--- config.mk ---
export PLATFORM = sky130hd
export DESIGN_NAME = tri_leg_gate_ctrl
export DESIGN_NICKNAME = d
export VERILOG_FILES = /design/src/rtl/tlg_pkg.sv /design/src/rtl/cmd_filter.sv /design/src/rtl/leg_arbiter.sv /design/src/rtl/half_bridge_leg.sv /design/src/rtl/tri_leg_gate_ctrl.sv
export SDC_FILE = /design/constraint.sdc
export NUM_CORES = 1
export LEC_CHECK = 0
export CELL_PAD_IN_SITES_DETAIL_PLACEMENT = 1
export CELL_PAD_IN_SITES_GLOBAL_PLACEMENT = 1
export CORE_MARGIN = 4
export CORE_UTILIZATION = 48
export DETAILED_ROUTE_END_ITERATION = 10
export GPL_TIMING_DRIVEN = 0
export PLACE_DENSITY = 0.88
export RECOVER_POWER = 50
export SLEW_MARGIN = 20
export SYNTH_ARGS = -nofsm -noshare
export SYNTH_HDL_FRONTEND = slang
export SYNTH_SLANG_ARGS = --single-unit
--- constraint.sdc ---
create_clock -name clk -period 1.7 [get_ports clk]
set_input_delay 0.51 -clock clk [delete_from_list [all_inputs] [get_ports clk]]
set_output_delay 0.51 -clock clk [all_outputs]
set_load 0.01 [all_outputs]
--- src/rtl/tlg_pkg.sv ---
package tlg_pkg;

  typedef enum logic [1:0] {
    OWN_NONE = 2'd0,
    OWN_HI   = 2'd1,
    OWN_LO   = 2'd2
  } owner_e;

  // Decide which side holds the leg from the current and previous filtered
  // requests; the side that was already high keeps precedence.
  function automatic owner_e pick_owner(input logic hi, input logic lo,
                                        input logic hi_prev, input logic lo_prev,
                                        input owner_e cur);
    if (hi && lo) begin
      if (hi_prev && !lo_prev) return OWN_HI;
      if (lo_prev && !hi_prev) return OWN_LO;
      return cur;
    end
    if (hi) return OWN_HI;
    if (lo) return OWN_LO;
    return OWN_NONE;
  endfunction

endpackage

--- src/rtl/cmd_filter.sv ---
module cmd_filter #(
  parameter int unsigned FILT_CYC = 29
) (
  input  logic clk,
  input  logic rst_n,
  input  logic raw,
  output logic clean
);
  localparam int unsigned CW = (FILT_CYC > 1) ? $clog2(FILT_CYC) : 1;
  localparam logic [CW-1:0] RUN_LAST = CW'(FILT_CYC - 1);

  logic [CW-1:0] run_q;

  always_ff @(posedge clk or negedge rst_n) begin
    if (!rst_n) begin
      run_q <= '0;
      clean <= 1'b0;
    end else if (raw == clean) begin
      run_q <= '0;
    end else if (run_q == RUN_LAST) begin
      clean <= raw;
      run_q <= '0;
    end else begin
      run_q <= run_q + 1'b1;
    end
  end

  // the qualified level only ever moves toward the level just sampled
  assert_filter_follows_R3: assert property (@(posedge clk) disable iff (!rst_n)
    (clean != $past(clean)) |-> ($past(raw) == clean));

endmodule

--- src/rtl/leg_arbiter.sv ---
module leg_arbiter
  import tlg_pkg::*;
#(
  parameter int unsigned DEAD_CYC = 38
) (
  input  logic clk,
  input  logic rst_n,
  input  logic kill,
  input  logic hi_req,
  input  logic lo_req,
  output logic hi_on,
  output logic lo_on
);
  localparam int unsigned CW = (DEAD_CYC > 1) ? $clog2(DEAD_CYC) : 1;
  localparam logic [CW-1:0] GAP_LAST = CW'(DEAD_CYC - 1);
  localparam int unsigned OW = $clog2(DEAD_CYC + 1);

  owner_e        own_q, own_n;
  logic          hi_d, lo_d;
  logic [CW-1:0] gap_q;
  logic          gap_done;

  assign gap_done = (gap_q == GAP_LAST);

  always_comb own_n = pick_owner(hi_req, lo_req, hi_d, lo_d, own_q);

  always_ff @(posedge clk or negedge rst_n) begin
    if (!rst_n) begin
      own_q <= OWN_NONE;
      hi_d  <= 1'b0;
      lo_d  <= 1'b0;
      gap_q <= '0;
      hi_on <= 1'b0;
      lo_on <= 1'b0;
    end else begin
      own_q <= own_n;
      hi_d  <= hi_req;
      lo_d  <= lo_req;
      if (kill || hi_on || lo_on) gap_q <= '0;
      else if (!gap_done)         gap_q <= gap_q + 1'b1;
      if (kill) begin
        hi_on <= 1'b0;
        lo_on <= 1'b0;
      end else if (hi_on) begin
        hi_on <= hi_req;
      end else if (lo_on) begin
        lo_on <= lo_req;
      end else if (gap_done) begin
        hi_on <= (own_n == OWN_HI);
        lo_on <= (own_n == OWN_LO);
      end
    end
  end

  // Independent idle-run counter for the dead-time check
  logic [OW-1:0] off_run;
  always_ff @(posedge clk or negedge rst_n) begin
    if (!rst_n)                  off_run <= '0;
    else if (hi_on || lo_on)     off_run <= '0;
    else if (off_run < OW'(DEAD_CYC)) off_run <= off_run + 1'b1;
  end

  assert_no_overlap_R4: assert property (@(posedge clk) disable iff (!rst_n)
    !(hi_on && lo_on));

  assert_dead_gap_R8: assert property (@(posedge clk) disable iff (!rst_n)
    ($rose(hi_on) || $rose(lo_on)) |-> (off_run >= OW'(DEAD_CYC)));

  assert_hi_keeps_R5: assert property (@(posedge clk) disable iff (!rst_n)
    (hi_on && hi_req && !kill) |=> hi_on);

  assert_lo_keeps_R5: assert property (@(posedge clk) disable iff (!rst_n)
    (lo_on && lo_req && !kill) |=> lo_on);

  assert_kill_clears_R9: assert property (@(posedge clk) disable iff (!rst_n)
    kill |=> (!hi_on && !lo_on));

endmodule

--- src/rtl/half_bridge_leg.sv ---
module half_bridge_leg #(
  parameter int unsigned FILT_CYC = 29,
  parameter int unsigned DEAD_CYC = 38
) (
  input  logic clk,
  input  logic rst_n,
  input  logic kill,
  input  logic hi_cmd,
  input  logic lo_cmd,
  output logic hi_gate,
  output logic lo_gate
);
  logic [1:0] raw_v, clean_v;
  logic       hi_on, lo_on;

  assign raw_v = {lo_cmd, hi_cmd};

  for (genvar s = 0; s < 2; s++) begin : g_side
    cmd_filter #(.FILT_CYC(FILT_CYC)) u_filt (
      .clk   (clk),
      .rst_n (rst_n),
      .raw   (raw_v[s]),
      .clean (clean_v[s])
    );
  end

  leg_arbiter #(.DEAD_CYC(DEAD_CYC)) u_arb (
    .clk    (clk),
    .rst_n  (rst_n),
    .kill   (kill),
    .hi_req (clean_v[0]),
    .lo_req (clean_v[1]),
    .hi_on  (hi_on),
    .lo_on  (lo_on)
  );

  assign hi_gate = hi_on & ~kill;
  assign lo_gate = lo_on & ~kill;

  // shutdown wins in the very cycle it is applied
  always_comb begin
    assert_kill_now_R9: assert (!(kill && (hi_gate || lo_gate)));
  end

endmodule

--- src/rtl/tri_leg_gate_ctrl.sv ---
module tri_leg_gate_ctrl #(
  parameter int unsigned N_LEGS   = 3,
  parameter int unsigned FILT_CYC = 29,
  parameter int unsigned DEAD_CYC = 38
) (
  input  logic              clk,
  input  logic              rst_n,
  input  logic              force_off,
  input  logic [N_LEGS-1:0] hi_cmd,
  input  logic [N_LEGS-1:0] lo_cmd,
  output logic [N_LEGS-1:0] hi_gate,
  output logic [N_LEGS-1:0] lo_gate
);

  for (genvar i = 0; i < N_LEGS; i++) begin : g_leg
    half_bridge_leg #(.FILT_CYC(FILT_CYC), .DEAD_CYC(DEAD_CYC)) u_leg (
      .clk     (clk),
      .rst_n   (rst_n),
      .kill    (force_off),
      .hi_cmd  (hi_cmd[i]),
      .lo_cmd  (lo_cmd[i]),
      .hi_gate (hi_gate[i]),
      .lo_gate (lo_gate[i])
    );
  end

  assert_gates_exclusive_R4: assert property (@(posedge clk) disable iff (!rst_n)
    (hi_gate & lo_gate) == '0);

  assert_reset_low_R1: assert property (@(posedge clk)
    !rst_n |-> (hi_gate == '0 && lo_gate == '0));

endmodule

==> reports/metrics.yaml, run 1 <==
slew_viol_final: 0
ctsLongestPathBuffers: 2
dp_cells: 428
stdcell_count: 451
finClkSkew_ps: 4.63
floorplan.initialDensity: 0.497
gr-total-overflow: 0
port_buffers: 14
wl_um: 7510
crit_fanout: 5
rsz0062_at_grt: "no"
async_reset_ff_frac: 1.00
ff2ff_path_depth: 4
crit_type: "input pin to primary output"
cts_sinks: 72
power_leakage_nw: 1.81
hold_viol: 0
design_area_um2: 3950
syn_area_per_cell_um2: 10.7
synth-seq-area-share: 0.531
wire_per_inst_um: 16.6
postSynthCellCount: 317
antenna_found_initial: 0
peakVddDrop_uv: 541
final_cell_mix: "72 x dfrtp_1, 27 x nor2_1, 25 x inv_1, 21 x xor2_1, 20 x nand3_1"
ff2ff_setup_slack_ps: 190
vias: 2404
critPathLaunch: "force_off"
syn_to_final_growth_pct: 16.4
die_area_um2: 8480
crit_end: "hi_gate[2]"
ys_types: 39
start_kind: "input pin"
syn_nets: 344
drv_cap: 0
rows: 30
clkTransAtPathRegs_ps: 70
drive_above_1_share: 0.152
cts_root_buf: "clkbuf_8"
gp_congestion: 0.766
dpl_worst_slack_ps: -796
cts_tree: "yes"
critPathCaptureType: "primary output"
dp_hpwl_um: 4870
grt_usage: 0.197
grt_pass1_wl_um: 13000
ioPinCount: 15
die_y_um: 92.1
drt-initial-drc-count: 85
syn-cell-area_um2: 3390
place_area_um2: 3680
cts_inserted_buffers: 9
yosysWarningCount: 0
clk_latency_ps: 340
grt_max_degree: 51
grt_pass1_vias: 2737
whs_ps: 454
critPathRequiredTime_ps: 1190
final_common_cell: "dfrtp_1"
h-tree-depth: 3
setup_viol: 0
drc_errors: 0
post-route-util: 0.578
synth-main-ff-cell: "dfrtp_1"
die_w_um: 92.1
min_period_ps: 1650
worstPathArrival_ps: 1140
status: "finished, final reports clean"
r2r-start: "g_leg[1].u_leg.u_arb.hi_on"
hold_buffers: 0
finalCritPeriodShare: 0.973
diodes: 0
rr_endpoint: "g_leg[1].u_leg.u_arb.hi_on"
hold_class: "input pin to asynchronous set/reset pin"
clock.fmax_mhz: 604
cellPowerDensity_nw_per_um2: 934
ant_nets: 0
relSlewSlack: 0.0968
synth_edf_count: 0
ys_ff_latch: 72
worst_pin_slew_ps: 1350
core_um2: 6830
fin_ws_ps: 45.4
drt-vias-per-instance: 5.33
fin_nets: 377
dr.pass1.iters: 4
==> metal layers <==
metal,global-route usage,wire [µm],share of wire
met5,0,0,0
met4,0.0668,126,0.017
met3,0.0459,200,0.027
met2,0.356,4060,0.54
met1,0.229,3120,0.42
==> final cells by class <==
| class | instances | area (µm²) |
|---|---|---|
| Buffer | 10 | 72.6 |
| Clock buffer | 13 | 159 |
| Clock inverter | 3 | 40.0 |
| Fill cell | 769 | 2880 |
| Inverter | 25 | 93.8 |
| Multi-Input combinational cell | 210 | 1480 |
| Sequential cell | 72 | 1800 |
| Tap cell | 96 | 120 |
| Timing Repair Buffer | 22 | 183 |
==> worst max-delay path, cell delays in order <==
cell and delay [ps]:
buf_2 130, buf_8 160, nor2b_4 120, buf_4 110, buf_2 120
==> how the worst min path moves through the flow <==
stage | end | slack, ps | cells after the start
floorplan | g_leg[0].u_leg.g_side[0].u_filt.clean | 210 | 0
global placement | g_leg[2].u_leg.g_side[0].u_filt.run_q[0] | 470 | 1
detailed placement | g_leg[1].u_leg.g_side[0].u_filt.run_q[0] | 430 | 1
CTS | g_leg[1].u_leg.g_side[0].u_filt.run_q[0] | 60 | 1
global route | g_leg[0].u_leg.g_side[0].u_filt.run_q[0] | 520 | 1
finish | g_leg[1].u_leg.g_side[0].u_filt.run_q[0] | 450 | 1
==> synthesized netlist by cell type (3+ instances only) <==
master	number	area share
a211oi_1	3	0.0066
a21oi_1	6	0.0089
a31oi_1	3	0.0055
and2_1	5	0.0092
buf_4	6	0.013
dfrtp_1	72	0.53
ha_1	18	0.066
inv_1	25	0.028
mux2_2	6	0.020
nand2_1	19	0.021
nand3_1	20	0.030
nand3b_1	4	0.0089
nand4_1	6	0.011
nor2_1	27	0.030
nor2b_1	10	0.018
nor3_1	13	0.019
o21a_1	3	0.0066
o21ai_0	6	0.0089
o311ai_1	4	0.010
o31ai_1	3	0.0066
or3_1	7	0.013
xnor2_1	6	0.015
xor2_1	21	0.054
==> state kept, by name, indices dropped and copies added (netlist names) <==
| signal | count |
|---|---|
| g_leg.u_leg.u_arb.own_q | 6 |
| g_leg.u_leg.g_side.u_filt.clean | 6 |
| g_leg.u_leg.u_arb.lo_d | 3 |
| g_leg.u_leg.u_arb.gap_q | 18 |
| g_leg.u_leg.g_side.u_filt.run_q | 30 |
| g_leg.u_leg.u_arb.lo_on | 3 |
| g_leg.u_leg.u_arb.hi_d | 3 |
| g_leg.u_leg.u_arb.hi_on | 3 |
==> timing repair <==
action,CTS,global route
cloned,1,0
buffers inserted,5,1
hold endpoints to repair,0,0
resized for setup,45,0
setup endpoints to repair,9,2
==> report_power, final <==
group | total, mW | switching, mW | internal (mW)
sequential | 1.95 | 0.123 | 1.82
combinational | 0.371 | 0.209 | 0.162
clock | 1.37 | 0.613 | 0.755
==> logic make-up after synthesis <==
kind of cell	synth area share
flip-flops	0.531
XOR/XNOR	0.0697
adder cells (fa/ha/maj)	0.0664
AO/OA/AOI/OAI	0.0793
multiplexers	0.0199
AND/OR/NAND/NOR	0.187
buffers and inverters	0.0461
==> through the flow <==
step	setup TNS [ps]	power, mW
after floorplan	0	2.17
after global placement	-176050	2.29
after detailed placement	-8810	2.34
after CTS	0	3.73
after global routing	0	3.88
final	0	3.69
Power figures use the tool's default switching activity.
==> run 2: changes to the inputs <==
--- a/config.mk
+++ b/config.mk
@@ -13,7 +13,6 @@
 export GPL_TIMING_DRIVEN = 0
 export PLACE_DENSITY = 0.88
 export RECOVER_POWER = 50
-export SLEW_MARGIN = 20
 export SYNTH_ARGS = -nofsm -noshare
 export SYNTH_HDL_FRONTEND = slang
 export SYNTH_SLANG_ARGS = --single-unit
==> run 2 against run 1 <==
Against the previous run:
- register-to-register slack barely moved
- clock power fell by 7%
- clock skew rose by 10 ps
==> reports/metrics.yaml, run 2 (synthesis gave the netlist of run 1 again) <==
gp_congestion: 0.766  # unchanged
gr-total-overflow: 0  # unchanged
vias: 2356  # was 2404
relSlewSlack: 0.344  # was 0.0968
finClkSkew_ps: 14.9  # was 4.63 ps
crit_type: "input pin to primary output"  # unchanged
largestRegisters: "g_leg.u_leg.g_side.u_filt.run_q: 30 flops, g_leg.u_leg.u_arb.gap_q: 18 flops"  # unchanged
ant_nets: 0  # unchanged
p_sw_uw: 941  # was 946 µW
worstPathArrival_ps: 1150  # was 1140 ps
min_period_ps: 1660  # was 1650 ps
drc_errors: 0  # unchanged
diodes: 0  # unchanged
cts_sinks: 72  # unchanged
final_common_cell: "dfrtp_1"  # unchanged
clock.fmax_mhz: 604  # about the same
drv_cap: 0  # unchanged
combPwrFrac: 0.100  # was 0.101
fin_nets: 375  # was 377
antenna_found_initial: 0  # unchanged
die_y_um: 92.1  # unchanged
drt-initial-drc-count: 125  # was 85
rsz0062_at_grt: "no"  # unchanged
port_buffers: 14  # unchanged
cellPowerDensity_nw_per_um2: 920  # was 934 nW/µm²
p_seq_frac: 0.544  # was 0.528
finalCritPeriodShare: 0.974  # was 0.973
ioPinCount: 15  # unchanged
pwr-share-clk: 0.356  # was 0.371
critPathRequiredTime_ps: 1190  # about the same
drt-vias-per-instance: 5.27  # was 5.33
final_cell_mix: "72 x dfrtp_1, 27 x nor2_1, 25 x inv_1, 21 x xor2_1, 20 x nand3_1"  # unchanged
post-route-util: 0.569  # was 0.578
grt_usage: 0.185  # was 0.197
p_int_mw: 2.64  # was 2.74 mW
setup_viol: 0  # unchanged
floorplan.initialDensity: 0.497  # unchanged
whs_ps: 334  # was 454 ps
syn_to_final_growth_pct: 14.6  # was 16.4%
peakVddDrop_uv: 435  # was 541 µV
switching_share: 0.263  # was 0.257
drive_above_1_share: 0.148  # was 0.152
grt_pass1_vias: 2639  # was 2737
power_leakage_nw: 1.78  # was 1.81 nW
worst_pin_slew_ps: 984  # was 1350 ps
dr.pass1.iters: 4  # unchanged
hold_class: "input pin to asynchronous set/reset pin"  # unchanged
regMostFlops: "g_leg.u_leg.g_side.u_filt.run_q"  # unchanged
wire_per_inst_um: 15.7  # was 16.6 µm
cts_inserted_buffers: 9  # unchanged
grt_pass1_wl_um: 12200  # was 13000 µm
die_w_um: 92.1  # unchanged
clkTransAtPathRegs_ps: 80  # was 70 ps
start_kind: "input pin"  # unchanged
core_um2: 6830  # unchanged
hold_viol: 0  # unchanged
dp_hpwl_um: 4720  # was 4870 µm
wl_um: 7000  # was 7510 µm
crit_fanout: 5  # unchanged
die_area_um2: 8480  # unchanged
cts_root_buf: "clkbuf_8"  # unchanged
fin_total_pwr_mw: 3.58  # was 3.69 mW
status: "finished, final reports clean"  # unchanged
critPathCaptureType: "primary output"  # unchanged
cts_tree: "yes"  # unchanged
hold_buffers: 0  # unchanged
clk_latency_ps: 350  # was 340 ps
rows: 30  # unchanged
h-tree-depth: 3  # unchanged
ctsLongestPathBuffers: 2  # unchanged
largest_register_ffs: 30  # unchanged
grt_max_degree: 73  # was 51
slew_viol_final: 0  # unchanged
## run 2: cell count changes in the layout (fill, tap and decap cells not counted), sizes merged
cell      change
clkbuf        -3
buf           -2
clkinvlp      +1
## run 2: final timing paths
| check | start | end | slack (ps) | cells after the start |
|---|---|---|---|---|
| min reg2reg | g_leg[0].u_leg.g_side[0].u_filt.run_q[0] | g_leg[0].u_leg.g_side[0].u_filt.run_q[0] | 490 | 1 |
| min | rst_n | g_leg[1].u_leg.g_side[0].u_filt.run_q[0] | 330 | 1 |
| min in group clk | g_leg[0].u_leg.g_side[0].u_filt.run_q[0] | g_leg[0].u_leg.g_side[0].u_filt.run_q[0] | 490 | 1 |
| max | force_off | hi_gate[2] | 40 | 5 |
| max reg2reg | g_leg[1].u_leg.u_arb.hi_on | g_leg[1].u_leg.u_arb.hi_on | 190 | 4 |
| max in group asynchronous | rst_n | g_leg[1].u_leg.u_arb.gap_q[2] | 720 | 1 |
## run 2: per-layer routing
metal	up-vias	track usage	routed length, µm
met3	8	0.0410	148
met2	16	0.320	3690
met4	0	0.0780	135
li1	1141	-	-
met1	1191	0.222	3030
met5	-	0	0
## run 2: power groups by stage
stage          combinational, mW  clock, mW  sequential [mW]
6_report                   0.359       1.27             1.95
5_1_grt                    0.423       1.40             1.97
4_1_cts                    0.368       1.31             1.95
3_5_place_dp               0.353          0             1.98
3_3_place_gp               0.325          0             1.96
2_1_floorplan              0.231          0             1.94
## run 2: area by class of cell
| class | instances | area (µm²) |
|---|---|---|
| clock buffer | 10 | 128 |
| fill | 780 | 2940 |
| inverter | 25 | 93.8 |
| tap | 96 | 120 |
| multi-input combinational | 210 | 1470 |
| timing repair buffer | 20 | 151 |
| buffer | 10 | 72.6 |
| sequential | 72 | 1800 |
| clock inverter | 4 | 47.5 |
## run 2: per-stage QoR
stage                     instance area [µm²]  worst slack, ps  std cells  setup TNS (ps)
after detailed placement                 3650             -804        427           -8980
after global placement                   3650            -2340        427         -176050
after CTS                                3880             38.5        446               0
after global routing                     3890             7.57        447               0
final                                    3890             43.4        447               0
after floorplan                          3390              129        317               0
## run 2: what timing repair did
action,in CTS,in global routing
setup endpoints to repair,8,1
setup buffers,4,1
resized for setup,44,0
cloned,1,0
pin swaps,0,0
hold endpoints to repair,0,0
## run 2: worst max-delay path, stage by stage
cell and delay (ps):
buf_2 140, buf_8 160, nor2b_4 120, buf_4 110
buf_2 110
